$ cat src/rtl/pmh_pkg.sv
package pmh_pkg;
  localparam int LANE_W = 16;
  localparam int VEC_W  = 128;
endpackage

$ cat src/rtl/pmh_lane.sv
module pmh_lane #(
  parameter int LANE_W = pmh_pkg::LANE_W,
  localparam int PROD_W = 2 * LANE_W
) (
  input  logic [LANE_W-1:0] a,
  input  logic [LANE_W-1:0] b,
  output logic [LANE_W-1:0] hi
);
  logic signed [PROD_W-1:0] prod;

  assign prod = $signed(a) * $signed(b);
  assign hi   = LANE_W'(prod >>> LANE_W);
endmodule

$ cat src/rtl/pmh_issue.sv
module pmh_issue #(
  parameter int VEC_W = pmh_pkg::VEC_W,
  localparam int HALF_W = VEC_W / 2
) (
  input  logic              clk,
  input  logic              rst,
  input  logic              adv,
  input  logic              in_valid,
  input  logic              in_wide,
  input  logic [VEC_W-1:0]  in_a,
  input  logic [VEC_W-1:0]  in_b,
  output logic              in_ready,
  output logic              iss_v,
  output logic              iss_wide,
  output logic              iss_last,
  output logic [HALF_W-1:0] iss_a,
  output logic [HALF_W-1:0] iss_b
);
  logic              pend_q;
  logic [HALF_W-1:0] hold_a_q, hold_b_q;

  assign in_ready = adv && !pend_q;
  assign iss_v    = pend_q || in_valid;
  assign iss_wide = pend_q ? 1'b1 : in_wide;
  assign iss_last = pend_q ? 1'b1 : !in_wide;
  assign iss_a    = pend_q ? hold_a_q : in_a[HALF_W-1:0];
  assign iss_b    = pend_q ? hold_b_q : in_b[HALF_W-1:0];

  always_ff @(posedge clk) begin
    if (rst) begin
      pend_q <= 1'b0;
    end else if (adv) begin
      if (pend_q) pend_q <= 1'b0;
      else if (in_valid && in_wide) pend_q <= 1'b1;
    end
  end

  always_ff @(posedge clk) begin
    if (adv && !pend_q && in_valid && in_wide) begin
      hold_a_q <= in_a[VEC_W-1:HALF_W];
      hold_b_q <= in_b[VEC_W-1:HALF_W];
    end
  end

  AST_WIDE_GAP: assert property (@(posedge clk) disable iff (rst)
    in_valid && in_ready && in_wide |=> !in_ready);
endmodule

$ cat src/rtl/pmh_pipe.sv
module pmh_pipe #(
  parameter int DEPTH  = 8,
  parameter int LANE_W = pmh_pkg::LANE_W,
  parameter int NLANE  = 4,
  localparam int W = LANE_W * NLANE
) (
  input  logic         clk,
  input  logic         rst,
  input  logic         adv,
  input  logic         iss_v,
  input  logic         iss_wide,
  input  logic         iss_last,
  input  logic [W-1:0] iss_a,
  input  logic [W-1:0] iss_b,
  output logic         tail_v,
  output logic         tail_wide,
  output logic         tail_last,
  output logic [W-1:0] tail_r
);
  logic [DEPTH-1:0] v_q, wide_q, last_q;
  logic [W-1:0]     opa_q, opb_q, hi_c;
  logic [W-1:0]     res_q [1:DEPTH-1];

  always_ff @(posedge clk) begin
    if (rst) v_q <= '0;
    else if (adv) v_q <= {v_q[DEPTH-2:0], iss_v};
  end

  always_ff @(posedge clk) begin
    if (adv) begin
      wide_q   <= {wide_q[DEPTH-2:0], iss_wide};
      last_q   <= {last_q[DEPTH-2:0], iss_last};
      opa_q    <= iss_a;
      opb_q    <= iss_b;
      res_q[1] <= hi_c;
      for (int k = 2; k < DEPTH; k++) res_q[k] <= res_q[k-1];
    end
  end

  for (genvar i = 0; i < NLANE; i++) begin : g_lane
    pmh_lane #(.LANE_W(LANE_W)) u_lane (
      .a  (opa_q[i*LANE_W +: LANE_W]),
      .b  (opb_q[i*LANE_W +: LANE_W]),
      .hi (hi_c[i*LANE_W +: LANE_W])
    );

    AST_LANE_SIGN: assert property (@(posedge clk) disable iff (rst)
      adv && v_q[0] |=> res_q[1][i*LANE_W + LANE_W - 1] ==
        ($past(opa_q[i*LANE_W + LANE_W - 1] ^ opb_q[i*LANE_W + LANE_W - 1]) &&
         $past(opa_q[i*LANE_W +: LANE_W]) != '0 &&
         $past(opb_q[i*LANE_W +: LANE_W]) != '0));

    AST_MIN_SQUARE: assert property (@(posedge clk) disable iff (rst)
      adv && v_q[0] &&
      opa_q[i*LANE_W +: LANE_W] == {1'b1, {(LANE_W-1){1'b0}}} &&
      opb_q[i*LANE_W +: LANE_W] == {1'b1, {(LANE_W-1){1'b0}}}
      |=> res_q[1][i*LANE_W +: LANE_W] == {2'b01, {(LANE_W-2){1'b0}}});
  end

  assign tail_v    = v_q[DEPTH-1];
  assign tail_wide = wide_q[DEPTH-1];
  assign tail_last = last_q[DEPTH-1];
  assign tail_r    = res_q[DEPTH-1];
endmodule

$ cat src/rtl/pmh_unit.sv
module pmh_unit #(
  parameter int DEPTH  = 8,
  parameter int LANE_W = pmh_pkg::LANE_W,
  parameter int VEC_W  = pmh_pkg::VEC_W,
  localparam int HALF_W     = VEC_W / 2,
  localparam int HALF_LANES = HALF_W / LANE_W
) (
  input  logic             clk,
  input  logic             rst,
  input  logic             in_valid,
  output logic             in_ready,
  input  logic             in_wide,
  input  logic [VEC_W-1:0] in_a,
  input  logic [VEC_W-1:0] in_b,
  output logic             out_valid,
  input  logic             out_ready,
  output logic [VEC_W-1:0] out_data
);
  logic              adv, iss_v, iss_wide, iss_last;
  logic [HALF_W-1:0] iss_a, iss_b, tail_r, lo_save_q;
  logic              tail_v, tail_wide, tail_last;

  assign out_valid = tail_v && tail_last;
  assign adv       = !out_valid || out_ready;

  pmh_issue #(.VEC_W(VEC_W)) u_issue (
    .clk, .rst, .adv, .in_valid, .in_wide, .in_a, .in_b, .in_ready,
    .iss_v, .iss_wide, .iss_last, .iss_a, .iss_b
  );

  pmh_pipe #(.DEPTH(DEPTH), .LANE_W(LANE_W), .NLANE(HALF_LANES)) u_pipe (
    .clk, .rst, .adv, .iss_v, .iss_wide, .iss_last, .iss_a, .iss_b,
    .tail_v, .tail_wide, .tail_last, .tail_r
  );

  always_ff @(posedge clk) begin
    if (adv && tail_v && !tail_last) lo_save_q <= tail_r;
  end

  assign out_data = tail_wide ? {tail_r, lo_save_q} : {{HALF_W{1'b0}}, tail_r};

  AST_OUT_HOLD: assert property (@(posedge clk) disable iff (rst)
    out_valid && !out_ready |=> out_valid && $stable(out_data));
  AST_STALL_BLOCKS: assert property (@(posedge clk) disable iff (rst)
    out_valid && !out_ready |-> !in_ready);
  AST_RESET_EMPTY: assert property (@(posedge clk) disable iff (rst)
    $past(rst) |-> !out_valid && in_ready);
endmodule

$ cat config.mk
export PLATFORM = sky130hd
export DESIGN_NAME = pmh_unit
export DESIGN_NICKNAME = d
export VERILOG_FILES = /design/src/rtl/pmh_pkg.sv /design/src/rtl/pmh_lane.sv /design/src/rtl/pmh_issue.sv /design/src/rtl/pmh_pipe.sv /design/src/rtl/pmh_unit.sv
export SDC_FILE = /design/constraint.sdc
export NUM_CORES = 2
export LEC_CHECK = 0
export BUFFER_PORTS_ARGS = -buffer_cell sky130_fd_sc_hd__buf_2
export CAP_MARGIN = 20
export CORE_MARGIN = 3
export CORE_UTILIZATION = 68
export CTS_CLUSTER_DIAMETER = 30
export CTS_CLUSTER_SIZE = 16
export DETAILED_ROUTE_END_ITERATION = 8
export PLACE_DENSITY_LB_ADDON = 0.05
export SLEW_MARGIN = 10
export SYNTH_ARGS = -nofsm -noshare
export SYNTH_HDL_FRONTEND = slang
export SYNTH_HIERARCHICAL = 1
export SYNTH_SLANG_ARGS = --single-unit
export TNS_END_PERCENT = 100
$ cat constraint.sdc
create_clock -name clk -period 133.1 [get_ports clk]
set_clock_uncertainty 0.05 [all_clocks]
set_input_delay 39.93 -clock clk [delete_from_list [all_inputs] [get_ports clk]]
set_output_delay 39.93 -clock clk [all_outputs]
set_load 0.02 [all_outputs]
==> flow_summary.json <==
{
  "worst_pin_slew_ps": 984,
  "path_clk_slew_ps": 50,
  "ys.flop_type": "edfxtp_1",
  "final.setup.tns_ps": 0,
  "cts_setup_buffers": 0,
  "met2_wirelength_um": 65600,
  "final_min_period_over_clock_period_pct": 61.1,
  "antenna_violations_before_repair": 1,
  "area.growth.synth_to_final_pct": 11.7,
  "drv.max_cap_violation_count": 0,
  "timing.critical_path.to": "in_ready",
  "synth.yosys.seq_area_share_pct": 36.3,
  "drive_gt1_share_pct": 15.5,
  "initial_core_util_pct": 68.7,
  "number_of_drc_violations_after_detailed_routing": 0,
  "ant_nets": 0,
  "worst_setup_path_startpoint": "out_ready",
  "number_of_synthesized_flops_with_an_enable_pin": 784,
  "floorplan_die_area_um2": 99900,
  "dp.final_hpwl_um": 93500,
  "routabilityCongestion": 0.895,
  "antennaDiodeCount": 0,
  "grt_max_degree": 168,
  "clkSinkCount": 793,
  "wl_um": 134000,
  "first_pass_iters": 7,
  "slew_violations": 0,
  "crit-reg2reg-capture": "u_pipe/res_q[0][47]$_DFFE_PP_",
  "max-slew-margin-rel_pct": 34.4,
  "hold_path_class": "reg2reg",
  "floorplan.die.height_um": 316,
  "setup_violating_endpoint_count_in_the_final_report": 0,
  "synth_xor_area_share_pct": 1.11,
  "die_width_um": 316,
  "route.top_layer_used": "met5",
  "clockRootBuffer": "clkbuf_16",
  "dr.first_iter.drc_count": 2375,
  "synthSimpleGateAreaFrac_pct": 9.76,
  "tritoncts.num_buffers": 143,
  "synth_compound_gate_area_share_pct": 2.29,
  "first_global_vias": 42600,
  "core_region_area_um2": 95200,
  "row_count": 113,
  "grt_pass1_wl_um": 221000,
  "synth.mux.area_fraction_pct": 4.07,
  "worstPathArrival_ps": 41280,
  "cts_htree_levels": 4,
  "postCtsHoldBufs": 0,
  "hold_violations": 0,
  "syn_inst": 5271,
  "syn_area_per_cell_um2": 12.4,
  "max_clock_freq_mhz": 12.3,
  "worst-endpoint-required_ps": 93120,
  "route.vias.total": 38200,
  "reg2reg_setup_slack_ps": 125900,
  "grtUsageTotal_pct": 28.6,
  "wirelength_per_cell_um": 19.2,
  "timing.critical_path.fanout_max": 167,
  "setup.worst_path.start_class": "input pin",
  "synthesis.yosys.warnings": 6,
  "clock_tree_from_tritoncts": "done",
  "synthAdderAreaFrac_pct": 38.0,
  "wl_met3_um": 10600,
  "status": "finished, final reports clean",
  "synth_top_family_by_area": "adder cells",
  "r2r.worst_path.cells": 18,
  "post_synth_num_cell_types": 71,
  "rsz_0062_raised_after_global_routing": "false",
  "critical_path.endpoint_type": "primary output",
  "met1_length_um": 54000,
  "synth_cell_area_um2": 65300,
  "port-buffer-count": 390,
  "final_period_minus_worst_setup_slack_ps": 81260,
  "crit_type": "in2out",
  "layout.nets": 7216,
  "clock_path_buffers": 3,
  "r2r_start": "u_pipe/opb_q[33]$_DFFE_PP_",
  "async_flop_share_pct": 0,
  "fillCellCount": 6074,
  "post_synthesis_net_count": 6892,
  "global_route.overflow_total": 0,
  "synth.ff_latch_count": 793,
  "clk-insertion-delay-late_ps": 740,
  "boundaryPins": 391,
  "cts_repair_resize_count": 0,
  "post_drt_via_cell_ratio": 5.48
}
[flip-flops by register name, indices dropped and copies added, names as in the netlist]
name and flops:
u_pipe/wide_q 8, u_issue/hold_b_q 64, u_issue/hold_a_q 64, u_pipe/res_q 448
u_pipe/opa_q 64, u_pipe/opb_q 64, u_pipe/v_q 8, u_issue/pend_q 1
lo_save_q 64, u_pipe/last_q 8
[metal layers]
metal | up-vias | global-route usage [%]
li1 | 17000 | -
met1 | 19500 | 38.5
met2 | 1480 | 46.8
met3 | 290 | 6.56
met4 | 2 | 9.39
met5 | - | 0
[metrics by stage]
step	instances	setup slack, ps	cell area, um2	hold WS (ps)	utilization (%)
2_1_floorplan	5271	35950	65300	350	-
3_3_place_gp	6715	51790	67800	350	71.2
3_5_place_dp	6715	51800	67800	355	71.2
4_1_cts	6982	51800	73000	346	76.7
5_1_grt	6982	51690	73000	358	76.7
6_report	6982	51840	73000	345	76.7
[final cells by class]
type                    count  area, um2  area share, %
clock buffers             163       3740           5.12
clock inverters           104       1480           2.02
inverters                1137       4270           5.85
multi-input cells        3114      36100           49.5
flip-flops and latches    793      23700           32.5
well taps                1265       1580           2.17
repair buffers            406       2080           2.86
[worst min path at each step]
stage	from	end	cells after the start
floorplan	u_pipe/last_q[0]$_DFFE_PP_	u_pipe/last_q[1]$_DFFE_PP_	0
global placement	u_pipe/res_q[0][355]$_DFFE_PP_	u_pipe/res_q[0][419]$_DFFE_PP_	0
detailed placement	u_pipe/last_q[3]$_DFFE_PP_	u_pipe/last_q[4]$_DFFE_PP_	0
CTS	u_pipe/res_q[0][305]$_DFFE_PP_	u_pipe/res_q[0][369]$_DFFE_PP_	0
global route	u_pipe/res_q[0][121]$_DFFE_PP_	u_pipe/res_q[0][185]$_DFFE_PP_	0
finish	u_pipe/res_q[0][175]$_DFFE_PP_	u_pipe/res_q[0][239]$_DFFE_PP_	0
[synth_stat cells, types with 15 or more instances]
cell	number	area (um2)
nand2b_1	15	93.8
nand2_1	497	1870
fa_1	1044	20900
nor3_1	15	75.1
and2_1	556	3480
edfxtp_1	784	23500
inv_1	1136	4260
a21o_1	31	233
mux2_4	111	1670
buf_4	64	480
nor2_1	110	413
ha_1	316	3950
xnor2_1	71	622
o21ai_0	32	160
a21oi_1	68	340
mux2_2	81	912
clkbuf_1	132	495
buf_6	18	203
[critical path: stages]
cell and delay, ps:
buf_2 70, nand3b_1 140, buf_12 660, nor2b_1 250, buf_2 190
[cell usage in the layout, fill, tap and decap left out, types with 10 or more instances in the layout]
| master | instances |
|---|---|
| o21a_1 | 13 |
| nand2_1 | 497 |
| nand2b_1 | 15 |
| inv_6 | 11 |
| mux2_4 | 111 |
| nor2_1 | 110 |
| a21oi_1 | 68 |
| clkinv_2 | 23 |
| bufinv_16 | 25 |
| inv_1 | 1135 |
| xor2_1 | 12 |
| clkinv_1 | 14 |
| xnor2_1 | 71 |
| buf_2 | 390 |
| clkbuf_1 | 15 |
| nand3_1 | 13 |
| o21ai_0 | 32 |
| mux2_2 | 81 |
| clkbuf_16 | 146 |
| nor3_1 | 15 |
| ha_1 | 316 |
| nand4_1 | 13 |
| fa_1 | 1044 |
| clkinv_4 | 10 |
| edfxtp_1 | 784 |
| a21o_1 | 31 |
| and2_1 | 556 |
| buf_4 | 15 |
[cell families (layout without fill, tap and decap cells)]
family,Yosys count,in the layout
muxes,200,200
AOI/OAI and AO/OA,214,214
DFF,793,793
adders and majority gates,1360,1360
xor gates and xnor gates,83,83
buffers and inverters,1364,1810
and+or+nand+nor,1257,1257
Power is left out: the tool's default activity adds up to more than one toggle a clock period on the data nets, which glitch-free logic cannot reach.
